<file path="src/rtl/agp_pkg.sv">
package agp_pkg;

   localparam logic [15:0] OFS_DIR = 16'hFEB9;
   localparam logic [15:0] OFS_DAT = 16'hFF69;
   localparam logic [15:0] OFS_PIN = 16'hFF59;
   localparam logic [15:0] OFS_PUL = 16'hFF70;
   localparam logic [15:0] OFS_ODC = 16'hFF77;

   localparam logic [2:0] MODE_ADDR_A = 3'd4;
   localparam logic [2:0] MODE_ADDR_B = 3'd5;
   localparam logic [2:0] MODE_MIXED  = 3'd6;

   typedef enum logic [2:0] {
      SEL_NONE,
      SEL_DIR,
      SEL_DAT,
      SEL_PIN,
      SEL_PUL,
      SEL_ODC
   } reg_sel_e;

   function automatic reg_sel_e decode_ofs(input logic [15:0] ofs);
      reg_sel_e s;
      unique case (ofs)
         OFS_DIR: s = SEL_DIR;
         OFS_DAT: s = SEL_DAT;
         OFS_PIN: s = SEL_PIN;
         OFS_PUL: s = SEL_PUL;
         OFS_ODC: s = SEL_ODC;
         default: s = SEL_NONE;
      endcase
      return s;
   endfunction

   function automatic logic mode_forced(input logic [2:0] m);
      return (m == MODE_ADDR_A) || (m == MODE_ADDR_B);
   endfunction

endpackage

</file>
<file path="src/rtl/agp_regs.sv">
module agp_regs
   import agp_pkg::*;
#(
   parameter int         WIDTH      = 4,
   parameter logic [7:0] DIR_RD_VAL = 8'hFF
) (
   input  logic             clk,
   input  logic             rst_n,
   input  logic             hw_stby,
   input  logic [15:0]      bus_addr,
   input  logic             bus_wr,
   input  logic             bus_rd,
   input  logic [7:0]       bus_wdata,
   input  logic [WIDTH-1:0] pin_in,
   output logic [7:0]       bus_rdata,
   output logic [WIDTH-1:0] dir_q,
   output logic [WIDTH-1:0] dat_q,
   output logic [WIDTH-1:0] pul_q,
   output logic [WIDTH-1:0] odc_q
);

   reg_sel_e         sel;
   logic [7:0]       rd_next;
   logic [WIDTH-1:0] wr_bits;
   logic             unused_wdata;

   assign sel          = decode_ofs(bus_addr);
   assign wr_bits      = bus_wdata[WIDTH-1:0];
   assign unused_wdata = ^bus_wdata;

   // Direction: hardware standby clear wins over a write in the same cycle.
   always_ff @(posedge clk) begin
      if (!rst_n) begin
         dir_q <= '0;
      end else if (hw_stby) begin
         dir_q <= '0;
      end else if (bus_wr && sel == SEL_DIR) begin
         dir_q <= wr_bits;
      end
   end

   always_ff @(posedge clk) begin
      if (!rst_n) begin
         dat_q <= '0;
         pul_q <= '0;
         odc_q <= '0;
      end else if (bus_wr) begin
         if (sel == SEL_DAT) dat_q <= wr_bits;
         if (sel == SEL_PUL) pul_q <= wr_bits;
         if (sel == SEL_ODC) odc_q <= wr_bits;
      end
   end

   always_comb begin
      rd_next = 8'h00;
      unique case (sel)
         SEL_DIR: rd_next = DIR_RD_VAL;
         SEL_DAT: rd_next[WIDTH-1:0] = dat_q;
         SEL_PIN: rd_next[WIDTH-1:0] = pin_in;
         SEL_PUL: rd_next[WIDTH-1:0] = pul_q;
         SEL_ODC: rd_next[WIDTH-1:0] = odc_q;
         default: rd_next = 8'h00;
      endcase
   end

   always_ff @(posedge clk) begin
      if (!rst_n) begin
         bus_rdata <= 8'h00;
      end else if (bus_rd) begin
         bus_rdata <= rd_next;
      end
   end

endmodule

</file>
<file path="src/rtl/agp_role.sv">
module agp_role
   import agp_pkg::*;
#(
   parameter int WIDTH = 4
) (
   input  logic [2:0]       op_mode,
   input  logic [WIDTH-1:0] dir_q,
   output logic [WIDTH-1:0] addr_fn,
   output logic [WIDTH-1:0] gpio_fn
);

   logic forced;
   logic mixed;

   assign forced = mode_forced(op_mode);
   assign mixed  = (op_mode == MODE_MIXED);

   for (genvar i = 0; i < WIDTH; i++) begin : g_role
      assign addr_fn[i] = forced | (mixed & dir_q[i]);
      assign gpio_fn[i] = ~forced & ~mixed & dir_q[i];
   end

endmodule

</file>
<file path="src/rtl/agp_addr_hold.sv">
module agp_addr_hold #(
   parameter int WIDTH = 4
) (
   input  logic             clk,
   input  logic             rst_n,
   input  logic             sw_stby,
   input  logic             stby_oe,
   input  logic [WIDTH-1:0] int_addr,
   output logic [WIDTH-1:0] addr_val,
   output logic             addr_ok
);

   logic [WIDTH-1:0] held_q;

   // Tracks the address bus until standby begins, then freezes.
   always_ff @(posedge clk) begin
      if (!rst_n) begin
         held_q <= '0;
      end else if (!sw_stby) begin
         held_q <= int_addr;
      end
   end

   assign addr_val = sw_stby ? held_q : int_addr;
   assign addr_ok  = ~sw_stby | stby_oe;

endmodule

</file>
<file path="src/rtl/agp_pin_drv.sv">
module agp_pin_drv (
   input  logic addr_fn,
   input  logic gpio_fn,
   input  logic addr_bit,
   input  logic addr_ok,
   input  logic dat,
   input  logic pul,
   input  logic odc,
   output logic oe,
   output logic out,
   output logic pu
);

   logic val;
   logic drive;

   assign val   = addr_fn ? addr_bit : dat;
   assign drive = gpio_fn | (addr_fn & addr_ok);
   assign oe    = drive & ~(odc & val);
   assign out   = drive & val & ~odc;
   assign pu    = pul & ~addr_fn & ~gpio_fn;

endmodule

</file>
<file path="src/rtl/addr_gpio_port.sv">
module addr_gpio_port #(
   parameter int         WIDTH      = 4,
   parameter logic [7:0] DIR_RD_VAL = 8'hFF
) (
   input  logic             clk,
   input  logic             rst_n,
   input  logic [15:0]      bus_addr,
   input  logic             bus_wr,
   input  logic             bus_rd,
   input  logic [7:0]       bus_wdata,
   output logic [7:0]       bus_rdata,
   input  logic [2:0]       op_mode,
   input  logic [WIDTH-1:0] int_addr,
   input  logic [WIDTH-1:0] pin_in,
   input  logic             sw_standby,
   input  logic             hw_standby,
   input  logic             standby_oe,
   output logic [WIDTH-1:0] pin_oe,
   output logic [WIDTH-1:0] pin_out,
   output logic [WIDTH-1:0] pin_pu
);

   if (WIDTH < 1 || WIDTH > 8) begin : g_bad_width
      $error("addr_gpio_port: WIDTH must lie in 1..8");
   end

   logic [WIDTH-1:0] dir_q;
   logic [WIDTH-1:0] dat_q;
   logic [WIDTH-1:0] pul_q;
   logic [WIDTH-1:0] odc_q;
   logic [WIDTH-1:0] addr_fn;
   logic [WIDTH-1:0] gpio_fn;
   logic [WIDTH-1:0] addr_val;
   logic             addr_ok;

   agp_regs #(
      .WIDTH      (WIDTH),
      .DIR_RD_VAL (DIR_RD_VAL)
   ) u_regs (
      .clk       (clk),
      .rst_n     (rst_n),
      .hw_stby   (hw_standby),
      .bus_addr  (bus_addr),
      .bus_wr    (bus_wr),
      .bus_rd    (bus_rd),
      .bus_wdata (bus_wdata),
      .pin_in    (pin_in),
      .bus_rdata (bus_rdata),
      .dir_q     (dir_q),
      .dat_q     (dat_q),
      .pul_q     (pul_q),
      .odc_q     (odc_q)
   );

   agp_role #(
      .WIDTH (WIDTH)
   ) u_role (
      .op_mode (op_mode),
      .dir_q   (dir_q),
      .addr_fn (addr_fn),
      .gpio_fn (gpio_fn)
   );

   agp_addr_hold #(
      .WIDTH (WIDTH)
   ) u_hold (
      .clk      (clk),
      .rst_n    (rst_n),
      .sw_stby  (sw_standby),
      .stby_oe  (standby_oe),
      .int_addr (int_addr),
      .addr_val (addr_val),
      .addr_ok  (addr_ok)
   );

   for (genvar i = 0; i < WIDTH; i++) begin : g_pin
      agp_pin_drv u_drv (
         .addr_fn  (addr_fn[i]),
         .gpio_fn  (gpio_fn[i]),
         .addr_bit (addr_val[i]),
         .addr_ok  (addr_ok),
         .dat      (dat_q[i]),
         .pul      (pul_q[i]),
         .odc      (odc_q[i]),
         .oe       (pin_oe[i]),
         .out      (pin_out[i]),
         .pu       (pin_pu[i])
      );
   end

endmodule

</file>
<file path="config.mk">
export PLATFORM = sky130hd
export DESIGN_NAME = addr_gpio_port
export DESIGN_NICKNAME = d
export VERILOG_FILES = /design/src/rtl/agp_pkg.sv /design/src/rtl/agp_regs.sv /design/src/rtl/agp_role.sv /design/src/rtl/agp_addr_hold.sv /design/src/rtl/agp_pin_drv.sv /design/src/rtl/addr_gpio_port.sv
export SDC_FILE = /design/constraint.sdc
export NUM_CORES = 1
export LEC_CHECK = 0
export BUFFER_PORTS_ARGS = -buffer_cell sky130_fd_sc_hd__buf_2
export CORE_UTILIZATION = 46
export CTS_CLUSTER_SIZE = 20
export DETAILED_ROUTE_END_ITERATION = 12
export GPL_TIMING_DRIVEN = 0
export PLACE_DENSITY = 0.84
export SLEW_MARGIN = 15
export SYNTH_ARGS = -nofsm -noshare
export SYNTH_HDL_FRONTEND = slang
export SYNTH_SLANG_ARGS = --single-unit
</file>
<file path="constraint.sdc">
create_clock -name clk -period 3 [get_ports clk]
set_clock_uncertainty 0.05 [all_clocks]
set_input_delay 0.45 -clock clk [delete_from_list [all_inputs] [get_ports clk]]
set_output_delay 0.45 -clock clk [all_outputs]
set_load 0.02 [all_outputs]
</file>
## Yosys cells after proc, flatten, opt, wreduce, memory -nomap -nowiden

Cells that the tools add are included.

| storage, ports and cells | value |
|---|---|
| register bits | 28 |
| input bits | 42 |
| output and inout port bits | 20 |
| word-level logic and storage cells | 99 |

| cells by class | value |
|---|---|
| equal/unequal tests | 13 |
| muxes and demuxes | 8 |
| bitwise gates (word level) | 66 |
| reduce and logical (&&, ||, !) cells | 6 |

Operators by type and width:

| kind | count |
|---|---|
| $eq A16 B16 Y1 const B | 5 |
| $and A1 B1 Y1 | 37 |
| $not A1 Y1 | 20 |
| $pmux W4 S5 | 1 |
| $eq A3 B3 Y1 const B | 5 |
| $pmux W3 S5 | 1 |
| $or A1 B1 Y1 | 9 |
| $mux W4 | 2 |
| $eq A3 B2 Y1 const B | 2 |
| $reduce_and A2 Y1 | 3 |
| $mux W1 | 4 |
| $eq A3 B1 Y1 const B | 1 |
| $reduce_or A2 Y1 | 1 |
| $logic_and A1 B1 Y1 | 1 |
| $logic_or A1 B1 Y1 | 1 |

## Logic depth before layout (Yosys ltp)

Gate-level depths: netlist of run 1.

| depth | value |
|---|---|
| depth after elaboration | 8 |
| mapped depth | 7 |

## Modules after synthesis

From an unflattened synthesis of run 1, not the netlist that was laid out.

| unflattened totals | value |
|---|---|
| cell total of the unflattened synthesis | 173 |
| area, all modules | 1545.2 µm² |

By module, submodules not included:

| module | instances | cells an instance | area an instance (µm²) |
|---|---|---|---|
| agp_regs | 1 | 119 | 1072.3 |
| agp_pin_drv | 4 | 7 | 55.1 |
| agp_addr_hold | 1 | 13 | 161.4 |
| agp_role | 1 | 13 | 91.3 |

## Worst setup path after synthesis of run 1

Ideal clock, no wire load.

| timing path | value |
|---|---|
| kind | input -> output |
| start point | in op_mode[0] |
| end point | out pin_oe[0] |
| arrival time | 1.471 ns |
| required time | 2.500 ns |
| setup slack | 1.029 ns |
| cell stages on the path | 5 |
| buffers on the path | 1 |
| path through | nand2b_1 > a21boi_0 > mux2_1 > a211oi_1 > buf_4 |

| on the way | value |
|---|---|
| cells in the longest elaborated chain, start to end | 7 |
| elaborated cells between the ends (all ways) | 16 |

RTL lines:

| element | RTL line | source |
|---|---|---|
| start, declared | addr_gpio_port.sv:12 | `input logic [2:0] op_mode,` |
| $eq A3 B3 Y1 (on tied branches) | agp_role.sv:16, agp_pkg.sv:36 |  |
| $and A1 B1 Y1 / $logic_or A1 B1 Y1 (equally long branches) | agp_role.sv:19, agp_pkg.sv:36 |  |
| $or A1 B1 Y1 / $not A1 Y1 (equally long branches) | agp_role.sv:19, agp_role.sv:20 |  |
| $mux W1 / $and A1 B1 Y1 (equally long branches) | agp_pin_drv.sv:17, agp_role.sv:20 |  |
| $and A1 B1 Y1 (on tied branches) | agp_pin_drv.sv:19, agp_role.sv:20 |  |
| $not A1 Y1 / $or A1 B1 Y1 (equally long branches) | agp_pin_drv.sv:19, agp_pin_drv.sv:18 |  |
| $and A1 B1 Y1 (*) | agp_pin_drv.sv:19 | `assign oe = drive & ~(odc & val);` |
| end, declared | addr_gpio_port.sv:18 | `output logic [WIDTH-1:0] pin_oe,` |

Every way passes the cells marked *; elsewhere a longest branch is shown, timed or not.

## Worst setup path after layout of run 1

| timing path | value |
|---|---|
| start point | in sw_standby |
| end point | out pin_out[3] |

| on the way | value |
|---|---|
| cells in the longest elaborated chain, start to end | 6 |
| elaborated cells between the ends (all ways) | 8 |

RTL lines:

| element | RTL line | source |
|---|---|---|
| start, declared | addr_gpio_port.sv:15 | `input logic sw_standby,` |
| $not A1 Y1 | agp_addr_hold.sv:25 | `assign addr_ok = ~sw_stby \| stby_oe;` |
| $or A1 B1 Y1 | agp_addr_hold.sv:25 |  |
| $and A1 B1 Y1 | agp_pin_drv.sv:18 | `assign drive = gpio_fn \| (addr_fn & addr_ok);` |
| $or A1 B1 Y1 | agp_pin_drv.sv:18 |  |
| $and A1 B1 Y1 (*) (2 in a row) | agp_pin_drv.sv:20 | `assign out = drive & val & ~odc;` |
| end, declared | addr_gpio_port.sv:19 | `output logic [WIDTH-1:0] pin_out,` |

Marked as above.

==> results of run 1 <==
## cell usage in the layout (no fill, tap or decap), types with 2 or more instances in the layout
| cell type | Yosys | final |
|---|---|---|
| a211oi_1 | 5 | 5 |
| a21boi_0 | 4 | 4 |
| a21oi_1 | 4 | 4 |
| and2_1 | 10 | 10 |
| and3_1 | 3 | 3 |
| buf_2 | 5 | 61 |
| buf_4 | 16 | 16 |
| clkbuf_1 | 1 | 2 |
| clkbuf_4 | 0 | 3 |
| dfxtp_1 | 25 | 25 |
| mux2_1 | 4 | 4 |
| mux2_2 | 4 | 4 |
| mux2i_1 | 21 | 21 |
| nand2b_1 | 5 | 5 |
| nand3_1 | 22 | 22 |
| nor2_1 | 10 | 10 |
| nor2_2 | 2 | 2 |
| nor2b_1 | 14 | 14 |
| nor4b_1 | 4 | 4 |
| o21ai_0 | 2 | 2 |
| o221a_1 | 4 | 4 |
## sequential cells by signal, indices dropped and copies added (netlist names)
register / cells
u_regs.pul_q: 4
u_regs.dir_q: 4
u_regs.odc_q: 4
u_regs.dat_q: 4
u_hold.held_q: 4
u_regs.bus_rdata: 5
## cells by family (layout without fill, tap and decap cells)
family,after synthesis,after routing,synth area share [%]
xor gates and xnor gates,1,1,0.518
muxes,29,29,17.8
buffers and inverters,23,83,9.03
and+or+nand+nor,85,85,33.4
AOI/OAI and AO/OA,22,22,9.70
DFF,25,25,29.6
## report_power, final
| group | total, mW | internal, mW | switching (mW) |
|---|---|---|---|
| registers | 0.336 | 0.335 | 0.000572 |
| logic | 0.0949 | 0.0468 | 0.0481 |
| clock network | 0.156 | 0.0522 | 0.104 |
| total | 0.587 | 0.434 | 0.152 |
## cell type report
type | instances | share of cell area (%)
flip-flops and latches | 25 | 24.4
clock buffers | 4 | 1.28
plain buffers | 22 | 7.25
multi-input cells | 137 | 50.5
repair buffers | 56 | 13.6
inverters | 1 | 0.183
well taps | 46 | 2.80
## worst max path at each step
stage / endpoint / slack [ps]
2_1_floorplan: pin_oe[0] / 1030
3_3_place_gp: pin_out[3] / 680
3_5_place_dp: pin_out[3] / 660
4_1_cts: pin_oe[0] / 630
5_1_grt: pin_oe[1] / 510
6_report: pin_out[3] / 590
## tightest hold or removal path, cell delays in order
cell	delay [ps]
buf_2	110
mux2i_1	70
nor2_1	70
## metal layers
layer / share of wire, % / track usage [%] / up-vias
li1: - / - / 781
met1: 49 / 26.1 / 703
met2: 46 / 32.2 / 38
met3: 3.8 / 1.82 / 5
met4: 1.4 / 7.85 / 0
met5: 0 / 0 / -
==> impl_metrics.yaml, run 1 <==
status:
  outcome: "completed"
worst_setup_path:
  r2r_start: "u_regs.bus_rdata[3]"
  cp_max_fo: 8
  worstSetupPathDepth: 6
  critical-path-slowest-cell: "a211oi_1"
  crit_type: "in -> out"
  critPathTopFamily: "compound AO/OA/AOI/OAI gates"
  startpoint_type: "input pin"
  arrival_ps: 1910
  worstPathRequired_ps: 2500
  path_cells: "buf_2 -> nand2_1 -> a211oi_1 -> nor4b_1 -> buf_4 -> buf_2"
  regToRegEndpoint: "u_regs.bus_rdata[3]"
  critPathCaptureType: "output port"
  reg2reg_depth: 3
  r2r_slack_ps: 2040
  startpoint: "sw_standby"
  cpMostUsedCell: "buf_2"
  slowest_delay_ps: 790
  cp.buffers_inverters: 3
die:
  io_pins: 62
  rows: 21
  core_mm2: 0.00342
  floorplan.initialDensity_pct: 49.5
  die-area_mm2: 0.00392
  die_x_um: 62.6
  die_h_um: 62.6
global_route:
  grt_pass1_vias: 1372
  grt_pass1_wl_um: 6130
  grt_overflow: 0
  antenna_found_initial: 0
  grt_util_all_layers_pct: 19.6
  grt_max_degree: 14
place:
  port_buffers: 56
  dpl.cell_count: 287
  place_area_mm2: 0.00203
  dp_hpwl_um: 3060
  gp_congestion: 0.827
  dp_slack_ps: 658
final_layout:
  fin_area_mm2: 0.00205
  area_delta_synth_final_pct: 21.5
  antenna_cells: 0
  final_nets: 288
  final_util_pct: 60.1
  fill_cells: 326
  area.sequential_um2: 500
  multi_input_area_mm2: 0.00104
  layout.cells.non_filler: 291
  layout-drive-gt1-share_pct: 37.6
sta:
  period_needed_ps: 2410
  worst_slew_pin_slew_ps: 1010
  setup_viol: 0
  tns_ps: 0
  period_share_pct: 80.3
  hold_viol_final: 0
  rsz0062_at_grt: "false"
  setup_slack_ps: 592
  drv_slew: 0
  slew_headroom_pct: 32.2
  hold_slack_ps: 359
  fmax_mhz: 415
route:
  first_pass_iters: 4
  routed_via_density: 5.25
  drt-total-wl_um: 3720
  vias: 1527
  drtAntennaViolNets: 0
  drc: 0
  dr.first_iter.drc_count: 59
  routedWlPerCell_um: 12.8
pwr:
  power_mw: 0.587
  p_per_area_mw_per_mm2: 285
  p_leak_nw: 0.982
  ir_drop_mv: 0.162
run:
  cap_violations: 0
clock_tree:
  cts_resized: 0
  cts-root-buf: "clkbuf_4"
  path_clk_slew_ps: 130
  numCtsBuffers: 3
  cts_sinks: 25
  h-tree-depth: 1
  clk_latency_ps: 330
  cts_setup_buffers: 0
  hold_buffers: 0
  tritoncts: "done"
  cts_buffer_depth: 2
synth:
  syn-cell-area_mm2: 0.00169
  synth_enable_flop_cells: 0
  synth_area_per_cell_um2: 9.14
  ys.flop_type: "dfxtp_1"
  seq_area_frac_synth_pct: 29.6
  synth_cells: 185
  syn_nets: 227
  synth_commonest_cells: "25 x dfxtp_1, 22 x nand3_1, 21 x mux2i_1, 16 x buf_4, 14 x nor2b_1"
  synth_seq_cells: 25
  synth_top_area_share_pct: 29.6
  synthArstFlopShare_pct: 0
  synth_area_leaders: "dfxtp_1 30%, mux2i_1 12%, buf_4 7.1%, nand3_1 6.5%, nor2b_1 5.2%"
  yosys_warnings: 0
  yosysMostFrequentCell: "dfxtp_1"
  synth_cell_types: 40
  yosysTopAreaCell: "dfxtp_1"
min_path:
  hp-start: "bus_wdata[0]"
  hp-class: "in -> reg"
  hold_end: "u_regs.dir_q[0]"
  whs_path_depth: 3
No activity file was read; power rests on OpenSTA's default activity.
==> run 2, diff against run 1 <==
--- a/config.mk
+++ b/config.mk
@@ -5,12 +5,13 @@
 export SDC_FILE = /design/constraint.sdc
 export NUM_CORES = 1
 export LEC_CHECK = 0
+export ABC_AREA = 1
 export BUFFER_PORTS_ARGS = -buffer_cell sky130_fd_sc_hd__buf_2
 export CORE_UTILIZATION = 46
 export CTS_CLUSTER_SIZE = 20
 export DETAILED_ROUTE_END_ITERATION = 12
 export GPL_TIMING_DRIVEN = 0
-export PLACE_DENSITY = 0.84
+export PLACE_DENSITY = 0.85
 export SLEW_MARGIN = 15
 export SYNTH_ARGS = -nofsm -noshare
 export SYNTH_HDL_FRONTEND = slang
==> constraint.sdc (replaced) <==
create_clock -name clk -period 2.43 [get_ports clk]
set_clock_uncertainty 0.05 [all_clocks]
set_input_delay 0.3645 -clock clk [delete_from_list [all_inputs] [get_ports clk]]
set_output_delay 0.3645 -clock clk [all_outputs]
set_load 0.02 [all_outputs]
==> run 2 against run 1 <==
  * Non-clock buffer count decreased by 3
  * Register-to-register slack got worse by 590 ps
  * Hold slack worse by 120 ps
  * Clock power increased by 15%
  * Final cell count increased by 24%
  * Largest cell class unchanged
==> impl_metrics.yaml, run 2 <==
sta:
  hold_viol_final: 0
  worst_slew_pin_slew_ps: 549
  tns_ps: 0
  rsz0062_at_grt: "false"
  drv_slew: 0
  hold_slack_ps: 242
  setup_slack_ps: 297
  setup_viol: 0
  fmax_mhz: 469
  slew_headroom_pct: 63.4
  period_share_pct: 87.8
  period_needed_ps: 2130
route:
  met1_length_um: 1560
  routed_via_density: 4.73
  top_layer: "met4"
  drtAntennaViolNets: 0
  met3_length_um: 218
  route.met2.wl_um: 1820
  vias: 1709
  drc: 0
  routedWlPerCell_um: 10.1
  first_pass_iters: 4
  dr.first_iter.drc_count: 46
  drt-total-wl_um: 3640
worst_setup_path:
  startpoint_type: "input pin"
  arrival_ps: 1720
  startpoint: "op_mode[1]"
  r2r_start: "u_regs.pul_q[2]"
  reg2reg_depth: 6
  path_cells: "buf_2 -> or2_2 -> nand2_1 -> nand2_1 -> o21ai_0 -> inv_1 -> a21oi_1 -> buf_4 -> buf_2"
  slowest_delay_ps: 330
  critical-path-slowest-cell: "or2_2"
  worstPathRequired_ps: 2020
  worstSetupPathDepth: 9
  cp-endpoint: "pin_oe[3]"
  critPathCaptureType: "output port"
  cp.buffers_inverters: 4
  crit_type: "in -> out"
  r2r_slack_ps: 1450
  cp_max_fo: 4
  regToRegEndpoint: "u_regs.bus_rdata[2]"
  critPathTopFamily: "simple AND/OR/NAND/NOR gates"
synth:
  seq_area_frac_synth_pct: 31.2
  yosys_warnings: 0
  synth_cells: 255
  synth_area_leaders: "dfxtp_1 31%, nand2_1 16%, inv_1 9.6%, buf_4 7.0%, nor2_1 6.1%"
  synth_seq_cells: 25
  yosysTopAreaCell: "dfxtp_1"
  synth_compound_area_share_pct: 13.5
  synth-xor-area-share_pct: 0
  synth_area_per_cell_um2: 6.30
  synth_commonest_cells: "67 x nand2_1, 41 x inv_1, 26 x nor2_1, 25 x dfxtp_1, 19 x a21oi_1"
  synth_cell_types: 22
  synthAdderAreaFrac_pct: 0
  synth.area.mux_share_pct: 0
  synth_top_area_share_pct: 31.2
  syn-cell-area_mm2: 0.00161
  syn_nets: 297
  synth_enable_flop_cells: 0
  ys.flop_type: "dfxtp_1"
  synthSimpleGateAreaFrac_pct: 36.7
  synth_top_family_by_area: "simple AND/OR/NAND/NOR gates"
  yosysMostFrequentCell: "nand2_1"
  synthArstFlopShare_pct: 0
final_layout:
  antenna_cells: 0
  largest-register: "u_regs.bus_rdata"
  mostFrequentLayoutCells: "67 x nand2_1, 56 x buf_2, 41 x inv_1"
  final_common_cell: "nand2_1"
  layout-drive-gt1-share_pct: 29.2
  final_util_pct: 59.1
  final_nets: 358
  fin_area_mm2: 0.00197
  largest_reg_flops: 5
  area_delta_synth_final_pct: 22.7
  layout.cells.non_filler: 361
clock_tree:
  hold_buffers: 0
  h-tree-depth: 1
  numCtsBuffers: 3
  cts_setup_buffers: 0
  clk_latency_ps: 320
  cts-root-buf: "clkbuf_4"
  cts_sinks: 25
  tritoncts: "done"
  cts_resized: 0
  path_clk_slew_ps: 130
  cts_buffer_depth: 2
die:
  die_x_um: 61.1
  core_mm2: 0.00334
  floorplan.initialDensity_pct: 48.1
  io_pins: 62
  die-area_mm2: 0.00373
  die_h_um: 61.1
  rows: 21
min_path:
  hp-start: "bus_wdata[1]"
  hp-class: "in -> reg"
global_route:
  antenna_found_initial: 0
  grt_max_degree: 15
  grt_pass1_wl_um: 6090
  grt_pass1_vias: 1507
  grt_util_all_layers_pct: 21.8
  grt_overflow: 0
pwr:
  p_per_area_mw_per_mm2: 365
  power_mw: 0.720
  ir_drop_mv: 0.318
  p_leak_nw: 1.07
status:
  outcome: "completed"
place:
  dp_slack_ps: 314
  gp_congestion: 0.872
  dp_hpwl_um: 3050
  place_area_mm2: 0.00194
  dpl.cell_count: 357
  port_buffers: 56
run:
  cap_violations: 0
==> run 2: where the power goes <==
group / internal, mW / switching, mW
sequential: 0.415 / 0.00201
clock: 0.0616 / 0.117
combinational: 0.0511 / 0.0724
==> run 2: kinds of logic after synthesis <==
kind of cell / count (synthesis)
AND/OR/NAND/NOR: 129
buffers and inverters: 62
AO/OA/AOI/OAI: 39
flip-flops: 25
==> run 2: layout make-up <==
type                            instances  area, um^2
Multi-Input combinational cell        168         806
Inverter                               43         161
Buffer                                 19         139
Sequential cell                        25         500
Fill cell                             355        1370
Clock buffer                            3        22.5
Clock inverter                          1        5.00
Timing Repair Buffer                   56         280
Tap cell                               46        57.6
==> run 2: worst min-delay path by stage <==
stage / to / slack, ps / depth (start not counted)
6_report: u_regs.pul_q[1] / 240 / 3
5_1_grt: u_regs.pul_q[1] / 230 / 3
4_1_cts: u_regs.bus_rdata[6] / 240 / 3
3_5_place_dp: u_regs.bus_rdata[3] / 410 / 2
3_3_place_gp: u_regs.bus_rdata[3] / 400 / 2
2_1_floorplan: u_regs.dat_q[0] / 410 / 2
==> run 2: layer usage <==
layer | global-route usage (%) | vias up
li1 | - | 907
met1 | 25.4 | 750
met2 | 41.0 | 46
met3 | 3.99 | 6
met4 | 5.19 | 0
met5 | 0 | -
==> run 2: worst min-delay path, delay by kind of cell <==
kind	cells	cell delay (ps)
AOI/OAI and AO/OA	1	50
buffers and inverters	1	110
and+or+nand+nor	1	60
